<file path="src/rtl/renorm_pkg.sv">
package renorm_pkg;
  // Strobes from the control path that steer the significand datapath.
  typedef struct packed {
    logic bypass;     // special operand, pass significand through
    logic forceZero;  // cancelled sum, hardwired zero
    logic rightOne;   // final one-place right shift with sticky fold
    logic denorm;     // left shift was capped by the exponent
  } renormStrobes_t;
endpackage

</file>
<file path="src/rtl/renorm_lzd.sv">
module renorm_lzd #(
  parameter int FIELD_W = 57,
  parameter int CNT_W   = 6
) (
  input  logic [FIELD_W-1:0] field,
  output logic [CNT_W-1:0]   lzCount
);
  // Count of zeros above the highest set bit; FIELD_W when field is empty.
  always_comb begin
    lzCount = CNT_W'(FIELD_W);
    for (int i = 0; i < FIELD_W; i++) begin
      if (field[i]) lzCount = CNT_W'(FIELD_W - 1 - i);
    end
  end
endmodule

</file>
<file path="src/rtl/renorm_ctrl.sv">
module renorm_ctrl
  import renorm_pkg::*;
#(
  parameter int EXP_W = 11,
  parameter int SUM_W = 58,
  parameter int LZ_W  = 6
) (
  input  logic [SUM_W-1:0]  sumIn,
  input  logic [EXP_W-1:0]  expIn,
  output renormStrobes_t    strb,
  output logic [LZ_W-1:0]   shiftAmt,
  output logic [EXP_W-1:0]  expNext
);
  localparam int CMP_W = ((EXP_W > LZ_W) ? EXP_W : LZ_W) + 1;

  logic [LZ_W-1:0]  lzCount;
  logic [EXP_W-1:0] effExp;
  logic [CMP_W-1:0] lzExt;
  logic [CMP_W-1:0] effExt;

  renorm_lzd #(.FIELD_W(SUM_W-1), .CNT_W(LZ_W)) i_lzd (
    .field  (sumIn[SUM_W-2:0]),
    .lzCount(lzCount)
  );

  // A zero exponent field (subnormal operand) scales like exponent 1.
  assign effExp = (expIn == '0) ? EXP_W'(1) : expIn;
  assign lzExt  = CMP_W'(lzCount);
  assign effExt = CMP_W'(effExp);

  always_comb begin
    strb     = '0;
    shiftAmt = '0;
    expNext  = effExp;
    if (&expIn) begin
      strb.bypass = 1'b1;
      expNext     = expIn;
    end else if (sumIn == '0) begin
      strb.forceZero = 1'b1;
      expNext        = '0;
    end else if (sumIn[SUM_W-1]) begin
      strb.rightOne = 1'b1;
      expNext       = effExp + EXP_W'(1);
    end else if (lzExt < effExt) begin
      shiftAmt = lzCount;
      expNext  = EXP_W'(effExt - lzExt);
    end else begin
      // Shift as far as the exponent allows, then back one place.
      shiftAmt      = effExt[LZ_W-1:0];
      strb.rightOne = 1'b1;
      strb.denorm   = 1'b1;
      expNext       = '0;
    end
  end
endmodule

</file>
<file path="src/rtl/renorm_dp.sv">
module renorm_dp
  import renorm_pkg::*;
#(
  parameter int EXP_W = 11,
  parameter int SUM_W = 58,
  parameter int LZ_W  = 6
) (
  input  logic              clk,
  input  logic              rstN,
  input  logic              inValid,
  input  logic [SUM_W-1:0]  sumIn,
  input  renormStrobes_t    strb,
  input  logic [LZ_W-1:0]   shiftAmt,
  input  logic [EXP_W-1:0]  expNext,
  output logic              outValid,
  output logic [SUM_W-2:0]  mantOut,
  output logic [EXP_W-1:0]  expOut,
  output logic              zeroOut,
  output logic              denormOut
);
  logic [SUM_W-1:0] shifted;
  logic [SUM_W-2:0] mantNext;

  assign shifted = sumIn << shiftAmt;

  always_comb begin
    if (strb.forceZero)     mantNext = '0;
    else if (strb.bypass)   mantNext = sumIn[SUM_W-2:0];
    else if (strb.rightOne) mantNext = {shifted[SUM_W-1:2], shifted[1] | shifted[0]};
    else                    mantNext = shifted[SUM_W-2:0];
  end

  always_ff @(posedge clk or negedge rstN) begin
    if (!rstN) begin
      outValid  <= 1'b0;
      mantOut   <= '0;
      expOut    <= '0;
      zeroOut   <= 1'b0;
      denormOut <= 1'b0;
    end else begin
      outValid <= inValid;
      if (inValid) begin
        mantOut   <= mantNext;
        expOut    <= expNext;
        zeroOut   <= strb.forceZero;
        denormOut <= strb.denorm;
      end
    end
  end
endmodule

</file>
<file path="src/rtl/renorm_top.sv">
module renorm_top
  import renorm_pkg::*;
#(
  parameter int EXP_W   = 11,
  parameter int FRAC_W  = 52,
  parameter int GUARD_W = 4
) (
  input  logic                      clk,
  input  logic                      rstN,
  input  logic                      inValid,
  input  logic [FRAC_W+GUARD_W+1:0] sumIn,
  input  logic [EXP_W-1:0]          expIn,
  output logic                      outValid,
  output logic [FRAC_W+GUARD_W:0]   mantOut,
  output logic [EXP_W-1:0]          expOut,
  output logic                      zeroOut,
  output logic                      denormOut
);
  localparam int SUM_W = FRAC_W + GUARD_W + 2;
  localparam int LZ_W  = $clog2(SUM_W);

  renormStrobes_t   strb;
  logic [LZ_W-1:0]  shiftAmt;
  logic [EXP_W-1:0] expNext;

  renorm_ctrl #(.EXP_W(EXP_W), .SUM_W(SUM_W), .LZ_W(LZ_W)) i_ctrl (
    .sumIn   (sumIn),
    .expIn   (expIn),
    .strb    (strb),
    .shiftAmt(shiftAmt),
    .expNext (expNext)
  );

  renorm_dp #(.EXP_W(EXP_W), .SUM_W(SUM_W), .LZ_W(LZ_W)) i_dp (
    .clk      (clk),
    .rstN     (rstN),
    .inValid  (inValid),
    .sumIn    (sumIn),
    .strb     (strb),
    .shiftAmt (shiftAmt),
    .expNext  (expNext),
    .outValid (outValid),
    .mantOut  (mantOut),
    .expOut   (expOut),
    .zeroOut  (zeroOut),
    .denormOut(denormOut)
  );
endmodule

</file>
<file path="config.mk">
export PLATFORM = sky130hd
export DESIGN_NAME = renorm_top
export DESIGN_NICKNAME = d
export VERILOG_FILES = /design/src/rtl/renorm_pkg.sv /design/src/rtl/renorm_lzd.sv /design/src/rtl/renorm_ctrl.sv /design/src/rtl/renorm_dp.sv /design/src/rtl/renorm_top.sv
export SDC_FILE = /design/constraint.sdc
export NUM_CORES = 1
export LEC_CHECK = 0
export BUFFER_PORTS_ARGS = -buffer_cell sky130_fd_sc_hd__buf_2
export CELL_PAD_IN_SITES_DETAIL_PLACEMENT = 2
export CELL_PAD_IN_SITES_GLOBAL_PLACEMENT = 2
export CORE_MARGIN = 8
export CORE_UTILIZATION = 36
export CTS_CLUSTER_DIAMETER = 200
export DETAILED_ROUTE_END_ITERATION = 7
export GPL_TIMING_DRIVEN = 0
export PLACE_DENSITY_LB_ADDON = 0.1
export SYNTH_ARGS = -nofsm -noshare
export SYNTH_HDL_FRONTEND = slang
export SYNTH_HIERARCHICAL = 1
export SYNTH_SLANG_ARGS = --single-unit
</file>
<file path="constraint.sdc">
create_clock -name clk -period 1.5 [get_ports clk]
set_clock_uncertainty 0.2 [all_clocks]
set_input_delay 0.15 -clock clk [delete_from_list [all_inputs] [get_ports clk]]
set_output_delay 0.15 -clock clk [all_outputs]
set_load 0.03 [all_outputs]
</file>
==> flow_summary.yaml, run 1 <==
run_status:
  status: "stopped before the end"
  lastStage: "5_1_grt"
  error: "[ERROR DPL-0033] detailed placement checks failed during check placement."
clock_tree:
  cts_buffers: 9
  cts_root_buffer: "clkbuf_16"
  clock_path_buffers: 2
  htree_num_levels: 3
  clock_sinks: 71
placement:
  placed_area_um2: 10500
  io_buffers: 140
  gp_congestion: 1.04
  hpwl_mm: 42.1
die:
  io_pins: 143
  die_h_um: 175
  initial_core_util_pct: 36.5
  core.rowCount: 58
  die_w_um: 175
yosys:
  yosys_warnings: 6
  syn-num-nets: 1070
  synth_top_family_by_area: "multiplexers"
  synth.area.top_cells: "dfrtp_1 (19%), mux4_2 (17%), mux2_2 (7.3%)"
  synth_compound_area_share_pct: 23.4
  synth_cell_types: 82
  synth_top_area_cell: "dfrtp_1"
  ys_seq_elements: 71
  synth.top_cell.area_share_pct: 19.4
  synth_xor_xnor_area_share_pct: 1.15
  synth_edf_count: 0
  synth_fa_ha_area_share_pct: 1.04
  synthSimpleGateAreaFrac_pct: 17.1
  async_flop_share_pct: 100
  synthMuxAreaShare_pct: 32.6
  syn_area_per_cell_um2: 9.22
  seq_area_frac_synth_pct: 19.4
  synth_area_um2: 9140
  synthFlopType: "dfrtp_1"
  postSynthCellCount: 991
sta:
  crit_endpoint: "i_dp/mantOut[55]$_DFFE_PN0P_/D"
  worst-ep-kind: "register data pin"
grt:
  grt_max_degree: 65
  antenna_found_initial: 8
==> logic make-up after synthesis <==
kind of cell	after synthesis
AOI/OAI and AO/OA	293
xor gates and xnor gates	12
adders and majority gates	7
buffers and inverters	109
DFF	71
muxes	193
and+or+nand+nor	306
==> synth_stat cells, types with 9 or more instances <==
cell type / instances
nand2_1: 85
nor2_1: 75
dfrtp_1: 71
mux4_2: 71
mux2_2: 59
mux2i_1: 57
clkbuf_1: 55
o21ai_0: 43
a22oi_1: 40
nor4_1: 38
inv_1: 26
a21oi_1: 25
o2bb2ai_1: 17
nand3_1: 16
nor3_1: 16
a211oi_1: 15
nor2b_1: 15
o211ai_1: 15
a21o_1: 14
nand2b_1: 14
o22ai_1: 13
a31oi_1: 11
o31ai_1: 11
a221o_1: 10
a22o_1: 10
and2_1: 10
buf_1: 9
o21a_1: 9
==> through the flow <==
step	hold WS, ns	setup slack [ns]	std cells
floorplan	-0.346	-3.68	991
global placement	0.142	-5.28	1461
detailed placement	-0.213	-5.32	1462
CTS	0.0338	-3.83	1570
==> timing repair <==
action	4_1_cts
endpoints found under the hold margin	77
hold buffers	8
resized for setup	346
endpoints found under the setup margin	70
buffers inserted	81
cloned	3
pin swaps	70
==> inputs of run 2 (changes only) <==
Settings changed: CELL_PAD_IN_SITES_DETAIL_PLACEMENT 2 to unset, CELL_PAD_IN_SITES_GLOBAL_PLACEMENT 2 to unset, CORE_UTILIZATION 36 to 40, CTS_CLUSTER_DIAMETER 200 to unset, PLACE_DENSITY_LB_ADDON 0.1 to 0.15.
==> flow_summary.yaml, run 2 <==
run_status:
  status: "finished, violations left"
  violations: "setup timing"
sta:
  drv_slew: 0
  fmax_mhz: 188
  rsz0062_at_grt: "yes"
  fin_ws_ns: -3.82
  hold_viol_final: 0
  worst_pin_slew_ns: 0.961
  relSlewSlack_pct: 35.7
  finalCritPeriodShare_pct: 355
  period_needed_ns: 5.32
  setup_violations: 70
  holdWs_ns: 0.0160
finish:
  stdcell_area_um2: 14100
  fin_nets: 1366
  largest_registers: "i_dp/mantOut (57), i_dp/expOut (11)"
  fin_util_pct: 62.7
  drive_above_1_share_pct: 53.1
  antenna_cells: 0
  largest_reg_flops: 57
  final_cell_mix: "buf_2 (126), buf_4 (90), nand2_1 (80)"
  layout_commonest_cell: "buf_2"
  area_growth_pct: 54.3
  fillers: 1896
  regMostFlops: "i_dp/mantOut"
  fin_cells: 1576
setup_path:
  startpoint_type: "input port"
  required_ns: 1.54
  cp_top_family: "compound AO/OA/AOI/OAI gates"
  r2r_end: "i_dp/mantOut[53]"
  path_max_fanout: 7
  crit_chain: "buf_12 -> or4_4 -> buf_4 -> a211oi_4 -> o31ai_4 -> nand2_1 -> a31oi_4 -> inv_2 -> ha_4 -> a21o_1 -> nand2_1 -> and3_4 -> o21ba_4 -> o21ai_2 -> a21oi_2 -> buf_6 -> buf_6 -> buf_6 -> mux4_2 -> mux2_4 -> mux2_4 -> mux4_2 -> a221o_1 -> a32o_1"
  endpoint: "i_dp/mantOut[55]"
  crit_arrival_ns: 5.36
  endpoint_kind: "flip-flop"
  critical_path_class: "in -> reg"
  cp.depth: 24
  crit_start: "sumIn[14]"
  reg2reg_from: "i_dp/mantOut[53]"
  cp_common_cell: "buf_6"
  crit_buf_inv: 6
  reg2regPathDepth: 3
  reg2reg_slack_ns: 0.20
  cp_slowest_cell: "or4_4"
  max_stage_delay_ns: 0.55
clock_tree:
  cts_tree: "done"
  cts_buffers: 9
  clk_latency_ns: 0.34
  clk_pin_slew_worst_paths_ns: 0.07
  htree_num_levels: 3
  cts_root_buffer: "clkbuf_16"
  clock_sinks: 71
  clock_path_buffers: 2
yosys:
  synth_common_cells: "nand2_1 (85), nor2_1 (75), dfrtp_1 (71), mux4_2 (71), mux2_2 (59)"
  yosysMostFrequentCell: "nand2_1"
  synth_top_area_cell: "dfrtp_1"
  syn-num-nets: 1070
  seq_area_frac_synth_pct: 19.4
  synth.top_cell.area_share_pct: 19.4
  syn_area_per_cell_um2: 9.22
  ys_seq_elements: 71
  synth_cell_types: 82
  synth_area_um2: 9140
  synth_edf_count: 0
  synth.area.top_cells: "dfrtp_1 (19%), mux4_2 (17%), mux2_2 (7.3%)"
  async_flop_share_pct: 100
  synthFlopType: "dfrtp_1"
  yosys_warnings: 6
  postSynthCellCount: 991
die:
  die_h_um: 167
  io_pins: 143
  dieArea_um2: 27900
  die_w_um: 167
  coreArea_um2: 22500
  core.rowCount: 55
  initial_core_util_pct: 40.6
route:
  drcViolationCount: 0
  wl_per_cell_um: 34.1
  route.met2.wl_mm: 24.0
  routed_wl_mm: 53.8
  via_count: 11300
  avgViaCountPerCell: 7.14
  route.layer.met1.wl_mm: 20.2
  drtIter0Drc: 1313
  ant_nets: 0
  highest_layer: "met5"
  dr_wl_met3_mm: 6.17
  dr.pass1.iters: 7
placement:
  pre_cts_ws_ns: -5.03
  gp_congestion: 1.02
  hpwl_mm: 38.9
  io_buffers: 140
  placed_area_um2: 10500
  dp_cells: 1417
min_path:
  hold_class: "in -> reg"
grt:
  grt_use_total_pct: 36.9
  grt_pass1_vias: 11100
  grt_pass1_wl_mm: 76.6
  grt_max_degree: 54
  overflow: 0
  antenna_found_initial: 2
run:
  maxCapViolations: 0
power:
  cellLeakagePower_nw: 5.60
  powerDensity_nw_per_um2: 716
  peakVddDrop_uv: 594
-- run 2: stage by stage --
stage / total power, mW / TNS, ns
floorplan: 4.77 / -205.62
global placement: 6.30 / -321.25
detailed placement: 6.31 / -290.34
CTS: 9.67 / -218.26
global route: 10.4 / -229.01
finish: 10.1 / -220.93
-- run 2: worst min-delay path by stage --
| stage | startpoint | endpoint | slack (ns) | depth (start not counted) |
|---|---|---|---|---|
| 3_5_place_dp | rstN | i_dp/mantOut[30] | -0.15 | 1 |
| 2_1_floorplan | rstN | i_dp/denormOut | -0.35 | 0 |
| 4_1_cts | inValid | i_dp/mantOut[42] | 0.005 | 4 |
| 3_3_place_gp | inValid | i_dp/outValid | 0.13 | 1 |
| 6_report | inValid | i_dp/mantOut[42] | 0.02 | 4 |
| 5_1_grt | sumIn[38] | i_dp/mantOut[38] | 0.04 | 2 |
-- run 2: final cells by class --
cell class | count | area [um^2] | share of cell area [%]
buffer | 80 | 624 | 4.43
clock buffer | 10 | 239 | 1.69
clock inverter | 5 | 82.6 | 0.586
inverter | 29 | 113 | 0.799
multi-input combinational | 811 | 8640 | 61.3
sequential | 71 | 1780 | 12.6
tap | 285 | 357 | 2.53
timing repair buffer | 285 | 2270 | 16.1
-- run 2: per-layer routing --
metal	vias to the layer above	global-route usage [%]
met2	848	57.4
met1	5631	46.2
met3	195	9.62
met5	-	0
li1	4575	-
met4	2	20.2
-- run 2: what timing repair did --
item / in CTS / in global routing
gates cloned: 5 / 0
endpoints found under the setup margin: 70 / 70
pin swaps: 81 / 67
hold buffers: 8 / 0
buffers inserted: 89 / 51
hold endpoints to repair: 78 / 0
gates resized for setup: 350 / 134
-- run 2: worst reg2reg max path, cell delays in order, from the launching register on --
cell	delay [ns]
dfrtp_1	0.39
a22oi_1	0.18
o31ai_1	0.09
a311o_1	0.33
-- run 2: kinds of logic after synthesis --
kind of cell             after synthesis  share of synthesized area, %
buffers and inverters                109                          5.28
adder cells (fa/ha/maj)                7                          1.04
multiplexers                         193                          32.6
flip-flops                            71                          19.4
AND/OR/NAND/NOR                      306                          17.1
XOR/XNOR                              12                          1.15
AO/OA/AOI/OAI                        293                          23.4
-- run 2: where the power goes --
part / internal (mW) / switching (mW)
clock network: 1.49 / 0.920
logic: 2.26 / 3.10
registers: 2.18 / 0.141
No activity file was read; power rests on OpenSTA's default activity.
==> inputs of run 3 (changes only) <==
Settings changed: CORE_ASPECT_RATIO set to 0.8.
==> flow_summary.yaml, run 3 (synthesis gave the netlist of run 2 again) <==
route:
  highest_layer: "met4"
  dr.pass1.iters: 5
  drtIter0Drc: 1539
  routed_wl_mm: 52.8
  route.layer.met1.wl_mm: 22.0
  wl_per_cell_um: 33.2
  ant_nets: 0
  avgViaCountPerCell: 7.05
  route.met2.wl_mm: 21.6
  dr_wl_met3_mm: 7.19
  drcViolationCount: 0
  via_count: 11200
die:
  coreArea_um2: 22400
  core.rowCount: 49
  io_pins: 143
  initial_core_util_pct: 40.7
  die_w_um: 185
  dieArea_um2: 28000
  die_h_um: 151
clock_tree:
  htree_num_levels: 3
  cts_root_buffer: "clkbuf_16"
  cts_tree: "done"
  clk_pin_slew_worst_paths_ns: 0.07
  clock_path_buffers: 2
  clock_sinks: 71
  cts_buffers: 9
  clk_latency_ns: 0.34
setup_path:
  required_ns: 1.53
  crit_arrival_ns: 5.45
  crit_start: "sumIn[12]"
  endpoint: "i_dp/mantOut[55]"
  max_stage_delay_ns: 0.57
  cp_top_family: "multiplexers"
  path_max_fanout: 11
  reg2reg_slack_ns: 0.10
  cp.depth: 20
  endpoint_kind: "flip-flop"
  reg2reg_from: "i_dp/mantOut[53]"
  r2r_end: "i_dp/mantOut[53]"
  reg2regPathDepth: 3
  crit_chain: "buf_12 -> or4_4 -> nor4_4 -> nor2_1 -> nor2_2 -> inv_2 -> ha_4 -> nand4_1 -> o22a_4 -> nor2_8 -> o21ba_4 -> o21ai_4 -> a21oi_4 -> buf_12 -> mux4_2 -> mux2_2 -> mux2_4 -> mux4_2 -> a221o_1 -> a32o_1"
  crit_buf_inv: 3
  critical_path_class: "in -> reg"
  cp_slowest_cell: "or4_4"
  startpoint_type: "input port"
power:
  cellLeakagePower_nw: 5.62
  powerDensity_nw_per_um2: 693
  peakVddDrop_uv: 507
grt:
  antenna_found_initial: 1
  grt_pass1_vias: 10800
  grt_max_degree: 69
  grt_use_total_pct: 36.6
  grt_pass1_wl_mm: 74.3
  overflow: 0
sta:
  fmax_mhz: 185
  relSlewSlack_pct: 32.2
  hold_viol_final: 0
  rsz0062_at_grt: "yes"
  worst_pin_slew_ns: 1.01
  drv_slew: 0
  fin_ws_ns: -3.92
  setup_violations: 70
  finalSetupTns_ns: -232.39
  finalCritPeriodShare_pct: 361
  period_needed_ns: 5.42
finish:
  largest_registers: "i_dp/mantOut (57), i_dp/expOut (11)"
  regMostFlops: "i_dp/mantOut"
  stdcell_area_um2: 14200
  largest_reg_flops: 57
  fin_nets: 1359
  final_cell_mix: "buf_2 (129), buf_4 (89), nand2_1 (75)"
  layout_commonest_cell: "buf_2"
  fin_cells: 1592
  area_growth_pct: 55.7
  drive_above_1_share_pct: 53.9
placement:
  dp_cells: 1438
  pre_cts_ws_ns: -5.33
  io_buffers: 140
  gp_congestion: 1.03
  placed_area_um2: 10500
  hpwl_mm: 38.9
run:
  maxCapViolations: 0
min_path:
  hold_class: "in -> reg"
run_status:
  status: "finished, violations left"
  violations: "setup timing"
-- run 3: cell count changes in the layout (fill, tap and decap cells not counted), sizes merged --
| cell | previous run | this run |
|---|---|---|
| buf | 303 | 298 |
| clkbuf | 64 | 60 |
| clkinv | 2 | 5 |
| bufinv | 2 | 0 |
| diode | 0 | 2 |
| clkinvlp | 3 | 2 |
| dlygate4sd3 | 8 | 9 |
| inv | 27 | 28 |
-- run 3: metal layers --
layer | GRT usage (%) | vias to the layer above
li1 | - | 4579
met1 | 51.4 | 5642
met2 | 50.4 | 873
met3 | 13.0 | 132
met4 | 14.2 | 0
met5 | 0 | -
-- run 3: what timing repair did --
item	4_1_cts	5_1_grt
setup endpoints to repair	70	70
endpoints found under the hold margin	77	1
pin swaps	79	68
hold buffers	8	1
setup buffers	72	53
gates resized for setup	360	161
gates cloned	5	2
-- run 3: through the flow --
stage	power (mW)	hold WS, ns	utilization [%]
floorplan	4.77	-0.346	-
global route	10.1	0.0405	63.4
global placement	6.32	0.178	46.7
detailed placement	6.30	-0.239	46.9
finish	9.86	0.0392	63.4
CTS	9.27	0.00973	58.9
-- run 3: how the worst min path moves through the flow --
stage	from	slack, ns	depth (start not counted)	to
3_5_place_dp	rstN	-0.24	1	i_dp/expOut[0]
3_3_place_gp	inValid	0.18	1	i_dp/outValid
5_1_grt	sumIn[30]	0.04	2	i_dp/mantOut[30]
4_1_cts	sumIn[9]	0.01	3	i_dp/mantOut[9]
6_report	sumIn[9]	0.04	3	i_dp/mantOut[9]
2_1_floorplan	rstN	-0.35	0	i_dp/denormOut
-- run 3: where the power goes --
part / switching (mW) / internal (mW)
Sequential: 0.158 / 2.18
Combinational: 3.16 / 2.32
Clock: 0.926 / 1.11
Total: 4.25 / 5.61
-- run 3: worst min-delay path: stages --
cell       delay, ns
buf_4           0.16
a22oi_1         0.10
o2bb2ai_1       0.13
-- run 3: area by class of cell --
| type | instances | area [um^2] |
|---|---|---|
| diodes | 2 | 5.00 |
| plain buffers | 80 | 664 |
| clock buffers | 9 | 225 |
| clock inverters | 6 | 38.8 |
| fillers | 1871 | 8210 |
| inverters | 29 | 116 |
| multi-input cells | 811 | 8790 |
| flip-flops and latches | 71 | 1780 |
| well taps | 306 | 383 |
| repair buffers | 278 | 2230 |
==> inputs of run 4 (changes only) <==
Settings changed: SKIP_CTS_REPAIR_TIMING set to 1.
==> flow_summary.yaml, run 4 (synthesis gave the netlist of run 2 again) <==
clock_tree:
  clock_sinks: 71
  clk_latency_ns: 0.34
  cts_root_buffer: "clkbuf_16"
  cts_buffers: 9
  clock_path_buffers: 2
  clk_pin_slew_worst_paths_ns: 0.07
  cts_tree: "done"
  htree_num_levels: 3
sta:
  hold_viol_final: 0
  rsz0062_at_grt: "yes"
  relSlewSlack_pct: 37.7
  fmax_mhz: 185
  holdWs_ns: 0.0101
  finalCritPeriodShare_pct: 361
  worst_pin_slew_ns: 0.935
  setup_violations: 70
  fin_ws_ns: -3.91
  period_needed_ns: 5.41
  drv_slew: 0
setup_path:
  startpoint_type: "input port"
  reg2reg_slack_ns: 0.06
  endpoint: "i_dp/mantOut[55]"
  cp_slowest_cell: "mux4_2"
  crit_arrival_ns: 5.45
  path_max_fanout: 10
  reg2reg_from: "i_dp/mantOut[53]"
  crit_chain: "buf_2 -> nor4_4 -> nand3_2 -> nor4_4 -> o21a_1 -> inv_1 -> ha_1 -> nor2b_4 -> o2111ai_4 -> and3_4 -> o21ba_4 -> o21ai_2 -> a21oi_4 -> buf_8 -> mux4_2 -> mux2_4 -> mux2_4 -> mux4_2 -> a221o_1 -> a32o_1"
  endpoint_kind: "flip-flop"
  reg2regPathDepth: 3
  critical_path_class: "in -> reg"
  required_ns: 1.53
  crit_start: "sumIn[43]"
  crit_buf_inv: 3
  max_stage_delay_ns: 0.53
  cp_top_family: "multiplexers"
  cp.depth: 20
  r2r_end: "i_dp/mantOut[53]"
route:
  via_count: 10900
  drtIter0Drc: 1625
  routed_wl_mm: 51.2
  avgViaCountPerCell: 7.07
  drcViolationCount: 0
  wl_per_cell_um: 33.1
  dr.pass1.iters: 6
  ant_nets: 0
min_path:
  hold_start: "sumIn[9]"
  hold_class: "in -> reg"
finish:
  largest_reg_flops: 57
  largest_registers: "i_dp/mantOut (57), i_dp/expOut (11)"
  layout_commonest_cell: "buf_2"
  fin_nets: 1317
  final_cell_mix: "buf_2 (126), nand2_1 (80), mux4_2 (73)"
  stdcell_area_um2: 13300
  regMostFlops: "i_dp/mantOut"
  drive_above_1_share_pct: 49.7
  antenna_cells: 0
  area_growth_pct: 45.2
grt:
  antenna_found_initial: 1
  grt_max_degree: 69
  grt_pass1_wl_mm: 69.2
  grt_use_total_pct: 34.2
  grt_pass1_vias: 9846
  overflow: 0
placement:
  pre_cts_ws_ns: -5.33
  hpwl_mm: 38.9
  gp_congestion: 1.03
  placed_area_um2: 10500
  io_buffers: 140
die:
  dieArea_um2: 28000
  die_h_um: 151
  core.rowCount: 49
  coreArea_um2: 22400
  die_w_um: 185
  initial_core_util_pct: 40.7
  io_pins: 143
power:
  peakVddDrop_uv: 504
  powerDensity_nw_per_um2: 712
  cellLeakagePower_nw: 5.22
run_status:
  status: "finished, violations left"
  violations: "setup timing"
run:
  maxCapViolations: 0
==> run 4: cell count changes in the layout (fill, tap and decap cells not counted), moves of 5 or more <==
cell      change
mux2_2        +5
clkbuf_1      +7
nand2_1       +5
mux2_4        -5
inv_1         +5
buf_4        -21
buf_12       -14
buf_6        -19
==> run 4: report_power, final <==
part	switching (mW)	leakage (nW)	internal [mW]	total, mW
clock	0.934	0.127	1.11	2.04
combinational	3.01	4.23	2.06	5.07
sequential	0.155	0.867	2.18	2.34
==> run 4: worst min-delay path, cell delays in order <==
cell       delay (ns)
buf_4            0.15
a22oi_1          0.09
o2bb2ai_1        0.13
==> run 4: cell type report <==
type | instances | area [um^2]
Tap cell | 306 | 383
Clock inverter | 6 | 38.8
Clock buffer | 9 | 225
Fill cell | 1983 | 9170
Buffer | 80 | 582
Sequential cell | 71 | 1780
Timing Repair Buffer | 236 | 1730
Inverter | 29 | 113
Multi-Input combinational cell | 811 | 8420
==> run 4: worst min path at each step <==
stage | to | cells after the start | slack (ns)
2_1_floorplan | i_dp/denormOut | 0 | -0.35
3_3_place_gp | i_dp/outValid | 1 | 0.18
3_5_place_dp | i_dp/expOut[0] | 1 | -0.24
4_1_cts | i_dp/expOut[0] | 1 | -0.61
5_1_grt | i_dp/mantOut[26] | 3 | 0.06
6_report | i_dp/mantOut[9] | 3 | 0.01
==> run 4: metal layers <==
metal	wire, um	track usage, %	vias to the layer above
li1	-	-	4475
met1	21200	49.6	5483
met2	20900	46.0	866
met3	7410	12.2	112
met4	1660	10.6	2
met5	12	0	-
==> run 4: metrics by stage <==
step / utilization (%) / instances / total power, mW / setup TNS [ns]
finish: 59.1 / 1548 / 9.45 / -228.52
global route: 59.1 / 1548 / 9.68 / -235.18
CTS: 48.0 / 1453 / 8.33 / -279.13
detailed placement: 46.9 / 1438 / 6.30 / -303.54
global placement: 46.7 / 1437 / 6.32 / -334.58
floorplan: - / 991 / 4.77 / -205.62
